===== src/rtl/sdclk_pkg.sv =====
package sdclk_pkg;

  localparam int CTRL_W     = 32;
  localparam int DIV_LSB    = 4;
  localparam int PRE_LSB    = 8;
  localparam int EN_PER_BIT = 2;
  localparam int EN_HST_BIT = 1;
  localparam int EN_IF_BIT  = 0;
  localparam int EN_COUNT   = 3;

  typedef enum logic [1:0] {
    ST_IDLE,
    ST_PRE,
    ST_DIV,
    ST_APPLY
  } srchState_t;

  typedef struct packed {
    logic load;
    logic preDouble;
    logic divInc;
    logic apply;
  } dpStrobe_t;

endpackage


===== src/rtl/sdclk_ctrl.sv =====
module sdclk_ctrl
  import sdclk_pkg::*;
(
  input  logic      clk,
  input  logic      rst_n,
  input  logic      start,
  input  logic      tgtZero,
  input  logic      preMore,
  input  logic      divMore,
  output dpStrobe_t strobe,
  output logic      busy,
  output logic      done
);

  srchState_t state;
  srchState_t stateNxt;

  always_comb begin
    strobe   = '0;
    stateNxt = state;
    unique case (state)
      ST_IDLE: begin
        if (start) begin
          strobe.load = 1'b1;
          stateNxt    = ST_PRE;
        end
      end
      ST_PRE: begin
        if (tgtZero) begin
          stateNxt = ST_APPLY;
        end else if (preMore) begin
          strobe.preDouble = 1'b1;
        end else begin
          stateNxt = ST_DIV;
        end
      end
      ST_DIV: begin
        if (divMore) begin
          strobe.divInc = 1'b1;
        end else begin
          stateNxt = ST_APPLY;
        end
      end
      ST_APPLY: begin
        strobe.apply = 1'b1;
        stateNxt     = ST_IDLE;
      end
      default: stateNxt = ST_IDLE;
    endcase
  end

  always_ff @(posedge clk or negedge rst_n) begin
    if (!rst_n) begin
      state <= ST_IDLE;
      done  <= 1'b0;
    end else begin
      state <= stateNxt;
      done  <= strobe.apply;
    end
  end

  assign busy = (state != ST_IDLE);

endmodule


===== src/rtl/sdclk_dpath.sv =====
module sdclk_dpath
  import sdclk_pkg::*;
#(
  parameter int REF_W   = 32,
  parameter int PRE_MAX = 256,
  parameter int DIV_MAX = 16,
  localparam int PRE_W      = $clog2(PRE_MAX) + 1,
  localparam int DIV_W      = $clog2(DIV_MAX) + 1,
  localparam int PER_W      = PRE_W + DIV_W
)(
  input  logic              clk,
  input  logic              rst_n,
  input  dpStrobe_t         strobe,
  input  logic              singleRateStart,
  input  logic              ddrMode,
  input  logic [REF_W-1:0]  refFreq,
  input  logic [REF_W-1:0]  targetFreq,
  output logic              tgtZero,
  output logic              preMore,
  output logic              divMore,
  output logic [CTRL_W-1:0] ctrlWord,
  output logic [PER_W-1:0]  period
);

  localparam int PROD_W     = REF_W + 1 + PRE_W + DIV_W;
  localparam int DIV_CODE_W = $clog2(DIV_MAX);
  localparam int PRE_CODE_W = PRE_W - 1;

  logic [REF_W-1:0]  refQ;
  logic [REF_W-1:0]  tgtQ;
  logic              ddrQ;
  logic [PRE_W-1:0]  preQ;
  logic [DIV_W-1:0]  divQ;

  // Floor-division tests rewritten as products:
  // floor(ref/(p*d)) > t  <=>  (t+1)*p*d <= ref
  logic [PROD_W-1:0] tgtExt;
  logic [PROD_W-1:0] refExt;
  logic [PROD_W-1:0] preProbe;
  logic [PROD_W-1:0] divProbe;

  assign tgtExt   = PROD_W'(tgtQ) + PROD_W'(1);
  assign refExt   = PROD_W'(refQ);
  assign preProbe = tgtExt * PROD_W'(preQ) * PROD_W'(DIV_MAX);
  assign divProbe = tgtExt * PROD_W'(preQ) * PROD_W'(divQ);

  assign tgtZero = (tgtQ == '0);
  assign preMore = (preProbe <= refExt) && (preQ < PRE_W'(PRE_MAX));
  assign divMore = (divProbe <= refExt) && (divQ < DIV_W'(DIV_MAX));

  logic [DIV_W-1:0]      divLess;
  logic [PRE_W-1:0]      preShift;
  logic [DIV_CODE_W-1:0] divCode;
  logic [PRE_CODE_W-1:0] preCode;
  logic [CTRL_W-1:0]     newWord;

  assign divLess  = divQ - DIV_W'(1);
  assign preShift = ddrQ ? (preQ >> 2) : (preQ >> 1);
  assign divCode  = divLess[DIV_CODE_W-1:0];
  assign preCode  = preShift[PRE_CODE_W-1:0];

  localparam int EN_POS [EN_COUNT] = '{EN_IF_BIT, EN_HST_BIT, EN_PER_BIT};

  logic [CTRL_W-1:0] enMask;
  for (genvar g = 0; g < EN_COUNT; g++) begin : g_enBit
    assign enMask[EN_POS[g]] = 1'b1;
  end
  for (genvar h = 0; h < CTRL_W; h++) begin : g_enFill
    if (h != EN_IF_BIT && h != EN_HST_BIT && h != EN_PER_BIT) begin : g_zero
      assign enMask[h] = 1'b0;
    end
  end

  always_comb begin
    newWord = enMask;
    newWord[DIV_LSB +: DIV_CODE_W] = divCode;
    newWord[PRE_LSB +: PRE_CODE_W] = preCode;
  end

  always_ff @(posedge clk or negedge rst_n) begin
    if (!rst_n) begin
      refQ     <= '0;
      tgtQ     <= '0;
      ddrQ     <= 1'b0;
      preQ     <= PRE_W'(2);
      divQ     <= DIV_W'(1);
      ctrlWord <= '0;
      period   <= PER_W'(1);
    end else begin
      if (strobe.load) begin
        refQ     <= refFreq;
        tgtQ     <= targetFreq;
        ddrQ     <= ddrMode;
        preQ     <= (singleRateStart && !ddrMode) ? PRE_W'(1) : PRE_W'(2);
        divQ     <= DIV_W'(1);
        ctrlWord <= '0;
      end
      if (strobe.preDouble) begin
        preQ <= preQ << 1;
      end
      if (strobe.divInc) begin
        divQ <= divQ + DIV_W'(1);
      end
      if (strobe.apply) begin
        if (tgtZero) begin
          ctrlWord <= '0;
        end else begin
          ctrlWord <= newWord;
          period   <= PER_W'(preQ) * PER_W'(divQ);
        end
      end
    end
  end

endmodule


===== src/rtl/sdclk_pulse.sv =====
module sdclk_pulse #(
  parameter int PER_W = 14
)(
  input  logic             clk,
  input  logic             rst_n,
  input  logic             runEn,
  input  logic [PER_W-1:0] period,
  output logic             sdClkEn
);

  logic [PER_W-1:0] count;
  logic             wrap;

  assign wrap    = (count >= period - PER_W'(1));
  assign sdClkEn = runEn && wrap;

  always_ff @(posedge clk or negedge rst_n) begin
    if (!rst_n) begin
      count <= '0;
    end else if (!runEn || wrap) begin
      count <= '0;
    end else begin
      count <= count + PER_W'(1);
    end
  end

endmodule


===== src/rtl/sd_clkdiv_search.sv =====
module sd_clkdiv_search
  import sdclk_pkg::*;
#(
  parameter int REF_W   = 32,
  parameter int PRE_MAX = 256,
  parameter int DIV_MAX = 16
)(
  input  logic              clk,
  input  logic              rst_n,
  input  logic              start,
  input  logic              singleRateStart,
  input  logic              ddrMode,
  input  logic [REF_W-1:0]  refFreq,
  input  logic [REF_W-1:0]  targetFreq,
  output logic [CTRL_W-1:0] ctrlWord,
  output logic              busy,
  output logic              done,
  output logic              sdClkEn
);

  localparam int PER_W = ($clog2(PRE_MAX) + 1) + ($clog2(DIV_MAX) + 1);

  dpStrobe_t        strobe;
  logic             tgtZero;
  logic             preMore;
  logic             divMore;
  logic [PER_W-1:0] period;

  sdclk_ctrl u_ctrl (
    .clk     (clk),
    .rst_n   (rst_n),
    .start   (start),
    .tgtZero (tgtZero),
    .preMore (preMore),
    .divMore (divMore),
    .strobe  (strobe),
    .busy    (busy),
    .done    (done)
  );

  sdclk_dpath #(
    .REF_W   (REF_W),
    .PRE_MAX (PRE_MAX),
    .DIV_MAX (DIV_MAX)
  ) u_dpath (
    .clk             (clk),
    .rst_n           (rst_n),
    .strobe          (strobe),
    .singleRateStart (singleRateStart),
    .ddrMode         (ddrMode),
    .refFreq         (refFreq),
    .targetFreq      (targetFreq),
    .tgtZero         (tgtZero),
    .preMore         (preMore),
    .divMore         (divMore),
    .ctrlWord        (ctrlWord),
    .period          (period)
  );

  sdclk_pulse #(
    .PER_W (PER_W)
  ) u_pulse (
    .clk     (clk),
    .rst_n   (rst_n),
    .runEn   (ctrlWord[EN_PER_BIT]),
    .period  (period),
    .sdClkEn (sdClkEn)
  );

endmodule


===== config.mk =====
export PLATFORM = sky130hd
export DESIGN_NAME = sd_clkdiv_search
export DESIGN_NICKNAME = d
export VERILOG_FILES = /design/src/rtl/sdclk_pkg.sv /design/src/rtl/sdclk_ctrl.sv /design/src/rtl/sdclk_dpath.sv /design/src/rtl/sdclk_pulse.sv /design/src/rtl/sd_clkdiv_search.sv
export SDC_FILE = /design/constraint.sdc
export NUM_CORES = 1
export LEC_CHECK = 0
export CAP_MARGIN = 20
export CORE_ASPECT_RATIO = 0.6
export CORE_MARGIN = 5
export CORE_UTILIZATION = 60
export DETAILED_ROUTE_END_ITERATION = 16
export PLACE_DENSITY = 0.91
export SETUP_SLACK_MARGIN = 0.3
export SYNTH_ARGS = -nofsm -noshare
export SYNTH_HDL_FRONTEND = slang
export SYNTH_SLANG_ARGS = --single-unit

===== constraint.sdc =====
create_clock -name clk -period 13.1 [get_ports clk]
set_input_delay 1.31 -clock clk [delete_from_list [all_inputs] [get_ports clk]]
set_output_delay 1.31 -clock clk [all_outputs]
set_load 0.02 [all_outputs]

==> run_summary.xml, run 1 <==
<?xml version="1.0" encoding="UTF-8"?>
<metrics>
  <group name="outcome">
    <metric name="status" unit="">completed</metric>
  </group>
  <group name="synthesis">
    <metric name="synth_enable_flop_cells" unit="">0</metric>
    <metric name="netlist_instances" unit="">2955</metric>
    <metric name="synth_top_family_by_area" unit="">adder cells</metric>
    <metric name="seq_area_frac_synth" unit="">0.123</metric>
    <metric name="synth_adder_area_share" unit="">0.403</metric>
    <metric name="synth_top_cell_by_area" unit="">fa_1</metric>
    <metric name="synth_top_area_frac" unit="">0.291</metric>
    <metric name="compound_gate_portion_of_the_synthesized_area" unit="">0.118</metric>
    <metric name="yosys.area_share.simple" unit="">0.200</metric>
    <metric name="synth-seq-cells" unit="">123</metric>
    <metric name="synthXorXnorAreaFrac" unit="">0.0471</metric>
    <metric name="yosys_warnings" unit="">0</metric>
    <metric name="synth_cell_types" unit="">75</metric>
    <metric name="synthTopCellsByArea" unit="">fa_1, dfrtp_1, ha_1</metric>
    <metric name="syn_avg_cell_area" unit="µm²">8.48</metric>
    <metric name="netlist_area" unit="mm²">0.0250</metric>
    <metric name="synth.area.mux_share" unit="">0.0214</metric>
    <metric name="synth-main-ff-cell" unit="">dfrtp_1</metric>
    <metric name="synthArstFlopShare" unit="">1.00</metric>
  </group>
  <group name="worst_setup_path">
    <metric name="critical_path_source" unit="">u_dpath.tgtQ[2]$_DFFE_PN0P_</metric>
    <metric name="worst-setup-path-type" unit="">flip-flop to flip-flop</metric>
    <metric name="critical_path.slowest_cell" unit="">fa_1</metric>
    <metric name="critical_path_peak_fanout" unit="">9</metric>
    <metric name="crit_end" unit="">u_ctrl.state[1]$_DFFE_PN0P_</metric>
    <metric name="critical_path.max_stage_delay" unit="ps">550</metric>
    <metric name="r2r_start" unit="">u_dpath.tgtQ[2]$_DFFE_PN0P_</metric>
    <metric name="terminus_of_the_critical_flop_to_flop_path" unit="">u_ctrl.state[1]$_DFFE_PN0P_</metric>
    <metric name="sort_of_element_at_the_start_of_the_critical_path" unit="">flip-flop</metric>
    <metric name="data_required_time_of_the_critical_path" unit="ps">13430</metric>
    <metric name="critical-path-top-cell-by-count" unit="">fa_1</metric>
    <metric name="worstSetupEndpointType" unit="">flip-flop</metric>
    <metric name="regToRegSetupSlack" unit="ps">760</metric>
    <metric name="worst_path_arrival" unit="ps">12670</metric>
    <metric name="timing.reg2reg.worst_path_depth" unit="">50</metric>
  </group>
  <group name="floorplanning">
    <metric name="dieHeight" unit="µm">168</metric>
    <metric name="floorplan.initialDensity" unit="">0.602</metric>
    <metric name="io_pins" unit="">104</metric>
    <metric name="die-area" unit="mm²">0.0461</metric>
    <metric name="core-area" unit="mm²">0.0416</metric>
    <metric name="floorplan.die.width" unit="µm">274</metric>
    <metric name="placement_rows" unit="">58</metric>
  </group>
  <group name="power_and_ir_drop">
    <metric name="power_frac_seq" unit="">0.098</metric>
    <metric name="logic_gate_share_of_total_power" unit="">0.829</metric>
    <metric name="sw_frac_of_total" unit="">0.567</metric>
    <metric name="power-per-cell-area" unit="mW/mm²">258</metric>
    <metric name="net-switching-power" unit="mW">4.00</metric>
    <metric name="internal-power" unit="mW">3.06</metric>
    <metric name="design_power_total" unit="mW">7.06</metric>
    <metric name="p_leak" unit="nW">13.6</metric>
    <metric name="ir_worst_vdd" unit="mV">0.220</metric>
    <metric name="portion_of_total_power_attributed_to_the_clock_network" unit="">0.072</metric>
  </group>
  <group name="placed_design">
    <metric name="placed_cells" unit="">3551</metric>
    <metric name="gpl.final_weighted_congestion" unit="">1.05</metric>
    <metric name="placed_wire_length_estimate" unit="µm">54000</metric>
    <metric name="postPlaceCellArea" unit="mm²">0.0265</metric>
    <metric name="port-buffer-count" unit="">86</metric>
  </group>
  <group name="clock_network">
    <metric name="worst_skew_pair.late_latency" unit="ps">450</metric>
    <metric name="clk_transition_reported_paths" unit="ps">60</metric>
    <metric name="cts_buffer_depth" unit="">2</metric>
    <metric name="cts-hold-fix-buffers" unit="">0</metric>
    <metric name="cts_root_buf" unit="">clkbuf_16</metric>
    <metric name="clkSinkCount" unit="">123</metric>
    <metric name="cts_max_level" unit="">4</metric>
    <metric name="tritoncts" unit="">yes</metric>
    <metric name="cts_made_buffers" unit="">17</metric>
  </group>
  <group name="routing">
    <metric name="dr.first_iter.drc_count" unit="">2233</metric>
    <metric name="routed_length_per_instance" unit="µm">19.3</metric>
    <metric name="via_per_inst" unit="">5.97</metric>
    <metric name="via_count" unit="">21500</metric>
    <metric name="drt_wl_total" unit="µm">69300</metric>
    <metric name="route.antenna.remaining_nets" unit="">0</metric>
    <metric name="detailedRoute.firstPassIterationCount" unit="">8</metric>
    <metric name="route.detailed.drc" unit="">0</metric>
  </group>
  <group name="timing">
    <metric name="worst_hold_slack_across_all_endpoints" unit="ps">484</metric>
    <metric name="final.period_utilization" unit="">0.942</metric>
    <metric name="setup-tns-final" unit="ps">0</metric>
    <metric name="finalWorstPathRequiredPeriod" unit="ps">12340</metric>
    <metric name="rsz0062_at_grt" unit="">false</metric>
    <metric name="report.final.hold_viol_count" unit="">0</metric>
    <metric name="slew_headroom" unit="">0.225</metric>
    <metric name="clock_skew" unit="ps">11.2</metric>
    <metric name="setup_viol" unit="">0</metric>
    <metric name="timing_worst_slew_pin_value" unit="ps">1150</metric>
    <metric name="max_freq" unit="MHz">81.0</metric>
    <metric name="final-max-slew-violation-count" unit="">0</metric>
  </group>
  <group name="global_route">
    <metric name="gr-usage-all-layers" unit="">0.304</metric>
    <metric name="grt_max_degree" unit="">71</metric>
    <metric name="number_of_antenna_violations_at_the_first_check_in_global_routing" unit="">1</metric>
    <metric name="first_pass_grt_wire_length" unit="µm">113000</metric>
    <metric name="first_global_vias" unit="">21900</metric>
    <metric name="grt-ovfl-total" unit="">0</metric>
  </group>
  <group name="layout">
    <metric name="fraction_of_final_layout_cells_sized_beyond_drive_strength_1" unit="">0.0602</metric>
    <metric name="final-seq-area" unit="mm²">0.00308</metric>
    <metric name="most-common-layout-cells" unit="">inv_1, nand2_1, fa_1, and2_1, ha_1</metric>
    <metric name="layout.nets" unit="">3666</metric>
    <metric name="final_common_cell" unit="">inv_1</metric>
    <metric name="finish.instance_area" unit="mm²">0.0274</metric>
    <metric name="synthToLayoutAreaGrowth" unit="%">9.41</metric>
    <metric name="insertedDiodeCount" unit="">0</metric>
    <metric name="final_instance_count_without_filler_cells" unit="">3591</metric>
    <metric name="multi_input_comb_area" unit="mm²">0.0201</metric>
    <metric name="num-fill-cells" unit="">3223</metric>
  </group>
  <group name="flow_run">
    <metric name="cap_viol_max_count" unit="">0</metric>
  </group>
  <group name="worst_hold_path">
    <metric name="min_path_type" unit="">flip-flop to flip-flop</metric>
  </group>
</metrics>
[flip-flops by register name, indices dropped and copies added (netlist names), 2 cells and up]
signal and count:
u_dpath.refQ 32, u_dpath.tgtQ 32, u_dpath.period 14, u_pulse.count 14
u_dpath.ctrlWord 13, u_dpath.preQ 9, u_dpath.divQ 5, u_ctrl.state 2
[cell type report]
| class | count | area share |
|---|---|---|
| clock buffer | 19 | 0.0158 |
| clock inverter | 13 | 0.00621 |
| inverter | 426 | 0.0583 |
| multi-input combinational | 2292 | 0.733 |
| sequential | 123 | 0.113 |
| tap | 570 | 0.0260 |
| timing repair buffer | 148 | 0.0484 |
[power by group through the flow]
| stage | sequential [mW] | combinational, mW | clock (mW) |
|---|---|---|---|
| 5_1_grt | 0.711 | 6.50 | 0.526 |
| 3_5_place_dp | 0.687 | 5.55 | 0 |
| 6_report | 0.695 | 5.86 | 0.509 |
| 4_1_cts | 0.683 | 5.63 | 0.513 |
| 3_3_place_gp | 0.680 | 5.41 | 0 |
| 2_1_floorplan | 0.614 | 4.09 | 0 |
[per-stage QoR]
stage	setup slack [ps]	util
2_1_floorplan	1920	-
3_3_place_gp	665	0.638
3_5_place_dp	156	0.638
4_1_cts	510	0.653
5_1_grt	295	0.659
6_report	756	0.659
[worst min-delay path by stage]
stage / start / to / slack [ps] / cells after the start
after floorplan: u_dpath.period[13]$_DFFE_PN0P_ / u_dpath.period[13]$_DFFE_PN0P_ / 470 / 2
after global placement: u_dpath.ctrlWord[15]$_DFFE_PN0P_ / u_dpath.ctrlWord[15]$_DFFE_PN0P_ / 460 / 2
after detailed placement: u_dpath.ctrlWord[9]$_DFFE_PN0P_ / u_dpath.ctrlWord[9]$_DFFE_PN0P_ / 470 / 2
after CTS: u_dpath.ctrlWord[9]$_DFFE_PN0P_ / u_dpath.ctrlWord[9]$_DFFE_PN0P_ / 490 / 2
after global routing: u_dpath.ctrlWord[9]$_DFFE_PN0P_ / u_dpath.ctrlWord[9]$_DFFE_PN0P_ / 520 / 2
final: u_dpath.ctrlWord[9]$_DFFE_PN0P_ / u_dpath.ctrlWord[9]$_DFFE_PN0P_ / 480 / 2
[critical path: cells and delay by family, from the launching register on]
family / cells / cell delay (ps)
muxes: 1 / 340
buffers and inverters: 6 / 620
xor gates and xnor gates: 3 / 630
DFF: 1 / 430
and+or+nand+nor: 20 / 3390
adders and majority gates: 10 / 4700
AOI/OAI and AO/OA: 10 / 2090
[routing by layer]
metal | GRT usage | wire length (µm)
met3 | 0.104 | 9250
met2 | 0.457 | 30300
met4 | 0.0863 | 1690
met1 | 0.421 | 28000
met5 | 0 | 27
[what timing repair did]
item | CTS | global route
hold endpoints to repair | 0 | 0
setup endpoints to repair | 5 | 7
gates resized for setup | 1 | 37
setup buffers | 2 | 5
gates cloned | 0 | 0
pin swaps | 1 | 2
[cell families (layout without fill, tap and decap cells)]
kind of cell / Yosys count / count (layout)
flops: 123 / 123
mux: 49 / 49
xor+xnor: 133 / 133
simple gates: 1038 / 1038
other cells: 1 / 17
buf+inv: 556 / 606
compound gates: 466 / 466
fa+ha+maj: 589 / 589
[synth_stat cells (7+ instances only)]
| cell | instances |
|---|---|
| and2_1 | 226 |
| o21a_1 | 14 |
| mux2_2 | 35 |
| buf_4 | 20 |
| and3_1 | 25 |
| clkbuf_1 | 98 |
| xnor2_1 | 81 |
| o211ai_1 | 7 |
| nor2b_1 | 9 |
| fa_1 | 364 |
| nor4_1 | 22 |
| nand4_1 | 30 |
| a31oi_1 | 21 |
| a21boi_0 | 7 |
| buf_1 | 10 |
| dfrtp_1 | 120 |
| inv_1 | 423 |
| a211oi_1 | 14 |
| a21o_1 | 61 |
| a21oi_1 | 121 |
| o21bai_1 | 14 |
| and4_1 | 9 |
| nor3_1 | 48 |
| nand2_1 | 402 |
| nand2b_1 | 22 |
| ha_1 | 225 |
| nand3_1 | 60 |
| o31ai_1 | 7 |
| mux2i_1 | 13 |
| o21ai_1 | 7 |
| nor2_1 | 160 |
| xor2_1 | 51 |
| o21ai_0 | 130 |
Power figures use the tool's default switching activity.
==> run 2: changes to the inputs <==
SLEW_MARGIN = 20   (was default)
==> run_summary.xml, run 2 (same netlist as run 1, synthesis figures left out) <==
<?xml version="1.0" encoding="UTF-8"?>
<metrics>
  <group name="outcome">
    <metric name="status" unit="">completed</metric>
  </group>
  <group name="timing">
    <metric name="timing_worst_slew_pin_value" unit="ps">1160</metric>
    <metric name="final.period_utilization" unit="">0.941</metric>
    <metric name="clock_skew" unit="ps">10.2</metric>
    <metric name="setup_viol" unit="">0</metric>
    <metric name="slew_headroom" unit="">0.221</metric>
    <metric name="final.setup.worst_slack" unit="ps">770</metric>
    <metric name="final-max-slew-violation-count" unit="">0</metric>
    <metric name="finalWorstPathRequiredPeriod" unit="ps">12330</metric>
    <metric name="max_freq" unit="MHz">81.1</metric>
    <metric name="report.final.hold_viol_count" unit="">0</metric>
    <metric name="setup-tns-final" unit="ps">0</metric>
    <metric name="rsz0062_at_grt" unit="">false</metric>
    <metric name="worst_hold_slack_across_all_endpoints" unit="ps">484</metric>
  </group>
  <group name="worst_setup_path">
    <metric name="regToRegSetupSlack" unit="ps">770</metric>
    <metric name="r2r_start" unit="">u_dpath.tgtQ[2]$_DFFE_PN0P_</metric>
    <metric name="data_required_time_of_the_critical_path" unit="ps">13420</metric>
    <metric name="critical-path-top-cell-by-count" unit="">fa_1</metric>
    <metric name="crit_end" unit="">u_ctrl.state[1]$_DFFE_PN0P_</metric>
    <metric name="critical_path_peak_fanout" unit="">9</metric>
    <metric name="critical_path_source" unit="">u_dpath.tgtQ[2]$_DFFE_PN0P_</metric>
    <metric name="critical_path.max_stage_delay" unit="ps">550</metric>
    <metric name="sort_of_element_at_the_start_of_the_critical_path" unit="">flip-flop</metric>
    <metric name="timing.reg2reg.worst_path_depth" unit="">50</metric>
    <metric name="cp_num_buf_inv" unit="">6</metric>
    <metric name="terminus_of_the_critical_flop_to_flop_path" unit="">u_ctrl.state[1]$_DFFE_PN0P_</metric>
    <metric name="timing.critical_path.max_delay_family" unit="">adder cells</metric>
    <metric name="worst_path_arrival" unit="ps">12650</metric>
    <metric name="critical_path_cell_count" unit="">50</metric>
    <metric name="critical_path.slowest_cell" unit="">fa_1</metric>
    <metric name="worst-setup-path-type" unit="">flip-flop to flip-flop</metric>
    <metric name="worstSetupEndpointType" unit="">flip-flop</metric>
  </group>
  <group name="power_and_ir_drop">
    <metric name="p_leak" unit="nW">13.6</metric>
    <metric name="ir_worst_vdd" unit="mV">0.220</metric>
    <metric name="portion_of_total_power_attributed_to_the_clock_network" unit="">0.072</metric>
    <metric name="internal-power" unit="mW">3.06</metric>
    <metric name="power-per-cell-area" unit="mW/mm²">258</metric>
    <metric name="power_frac_seq" unit="">0.098</metric>
    <metric name="logic_gate_share_of_total_power" unit="">0.830</metric>
    <metric name="net-switching-power" unit="mW">4.01</metric>
    <metric name="sw_frac_of_total" unit="">0.567</metric>
  </group>
  <group name="clock_network">
    <metric name="clkSinkCount" unit="">123</metric>
    <metric name="worst_skew_pair.late_latency" unit="ps">450</metric>
    <metric name="cts_max_level" unit="">4</metric>
    <metric name="tritoncts" unit="">yes</metric>
    <metric name="cts_root_buf" unit="">clkbuf_16</metric>
    <metric name="cts_buffer_depth" unit="">2</metric>
    <metric name="clk_transition_reported_paths" unit="ps">60</metric>
    <metric name="cts_made_buffers" unit="">17</metric>
  </group>
  <group name="placed_design">
    <metric name="pre_cts_slack" unit="ps">156</metric>
    <metric name="gpl.final_weighted_congestion" unit="">1.05</metric>
    <metric name="placed_wire_length_estimate" unit="µm">54000</metric>
    <metric name="port-buffer-count" unit="">86</metric>
  </group>
  <group name="floorplanning">
    <metric name="die-area" unit="mm²">0.0461</metric>
    <metric name="floorplan.die.width" unit="µm">274</metric>
    <metric name="io_pins" unit="">104</metric>
    <metric name="floorplan.initialDensity" unit="">0.602</metric>
    <metric name="placement_rows" unit="">58</metric>
    <metric name="core-area" unit="mm²">0.0416</metric>
    <metric name="dieHeight" unit="µm">168</metric>
  </group>
  <group name="layout">
    <metric name="fraction_of_final_layout_cells_sized_beyond_drive_strength_1" unit="">0.0602</metric>
    <metric name="insertedDiodeCount" unit="">0</metric>
    <metric name="final_common_cell" unit="">inv_1</metric>
    <metric name="layout.nets" unit="">3666</metric>
    <metric name="layout_top_registers" unit="">u_dpath.refQ x32, u_dpath.tgtQ x32</metric>
    <metric name="most-common-layout-cells" unit="">inv_1, nand2_1, fa_1, and2_1, ha_1</metric>
    <metric name="synthToLayoutAreaGrowth" unit="%">9.41</metric>
  </group>
  <group name="global_route">
    <metric name="grt-ovfl-total" unit="">0</metric>
    <metric name="first_global_vias" unit="">21900</metric>
    <metric name="gr-usage-all-layers" unit="">0.304</metric>
    <metric name="number_of_antenna_violations_at_the_first_check_in_global_routing" unit="">1</metric>
    <metric name="grt_max_degree" unit="">71</metric>
    <metric name="first_pass_grt_wire_length" unit="µm">113000</metric>
  </group>
  <group name="routing">
    <metric name="routed_length_per_instance" unit="µm">19.3</metric>
    <metric name="route.detailed.drc" unit="">0</metric>
    <metric name="route.antenna.remaining_nets" unit="">0</metric>
    <metric name="via_per_inst" unit="">5.99</metric>
    <metric name="detailedRoute.firstPassIterationCount" unit="">7</metric>
    <metric name="via_count" unit="">21500</metric>
    <metric name="dr.first_iter.drc_count" unit="">2315</metric>
    <metric name="drt_wl_total" unit="µm">69200</metric>
  </group>
  <group name="flow_run">
    <metric name="cap_viol_max_count" unit="">0</metric>
  </group>
  <group name="worst_hold_path">
    <metric name="min_path_type" unit="">flip-flop to flip-flop</metric>
  </group>
</metrics>
run 2: changes by cell type in the layout (fill, tap and decap cells not counted):
cell	previous run	this run
buf_4	62	61
clkbuf_4	0	1
run 2: power groups by stage:
| stage | sequential [mW] | combinational [mW] | clock [mW] |
|---|---|---|---|
| 5_1_grt | 0.711 | 6.50 | 0.526 |
| 3_5_place_dp | 0.687 | 5.55 | 0 |
| 6_report | 0.694 | 5.86 | 0.508 |
| 4_1_cts | 0.683 | 5.63 | 0.513 |
| 2_1_floorplan | 0.614 | 4.09 | 0 |
| 3_3_place_gp | 0.680 | 5.41 | 0 |
run 2: stage by stage:
step / instances / utilization / area (µm²) / total power [mW]
2_1_floorplan: 2971 / - / 25100 / 4.71
3_3_place_gp: 3551 / 0.638 / 26500 / 6.09
3_5_place_dp: 3551 / 0.638 / 26500 / 6.24
4_1_cts: 3585 / 0.653 / 27200 / 6.83
5_1_grt: 3591 / 0.659 / 27400 / 7.74
6_report: 3591 / 0.659 / 27400 / 7.07
run 2: worst min-delay path by stage:
stage,start,end,cells after the start
2_1_floorplan,u_dpath.period[13]$_DFFE_PN0P_,u_dpath.period[13]$_DFFE_PN0P_,2
3_3_place_gp,u_dpath.ctrlWord[15]$_DFFE_PN0P_,u_dpath.ctrlWord[15]$_DFFE_PN0P_,2
3_5_place_dp,u_dpath.ctrlWord[9]$_DFFE_PN0P_,u_dpath.ctrlWord[9]$_DFFE_PN0P_,2
4_1_cts,u_dpath.ctrlWord[9]$_DFFE_PN0P_,u_dpath.ctrlWord[9]$_DFFE_PN0P_,2
5_1_grt,u_dpath.ctrlWord[9]$_DFFE_PN0P_,u_dpath.ctrlWord[9]$_DFFE_PN0P_,2
6_report,u_dpath.ctrlWord[9]$_DFFE_PN0P_,u_dpath.ctrlWord[9]$_DFFE_PN0P_,2
run 2: routing by layer:
metal | share of wire | vias to the layer above | global-route usage | wire length, µm
li1 | - | 9661 | - | -
met1 | 0.41 | 10500 | 0.421 | 28400
met2 | 0.44 | 1160 | 0.457 | 30200
met3 | 0.13 | 156 | 0.104 | 8950
met4 | 0.023 | 4 | 0.0863 | 1630
met5 | 0.00039 | - | 0 | 27
run 2: tightest hold or removal path, cell delays in order, from the launching register on:
cell and delay, ps:
dfrtp_1 340, nand2_1 50, o21ai_0 60
run 2: area by class of cell:
class,instances,area (µm²)
Clock buffer,19,433
Fill cell,3225,14200
Sequential cell,123,3080
Inverter,426,1600
Clock inverter,13,170
Timing Repair Buffer,148,1330
Multi-Input combinational cell,2292,20100
Tap cell,570,713
run 2: what timing repair did:
action | CTS | global route
setup buffers | 2 | 5
setup endpoints to repair | 5 | 7
resized for setup | 1 | 37
hold buffers | 0 | 0
pin swaps | 1 | 2
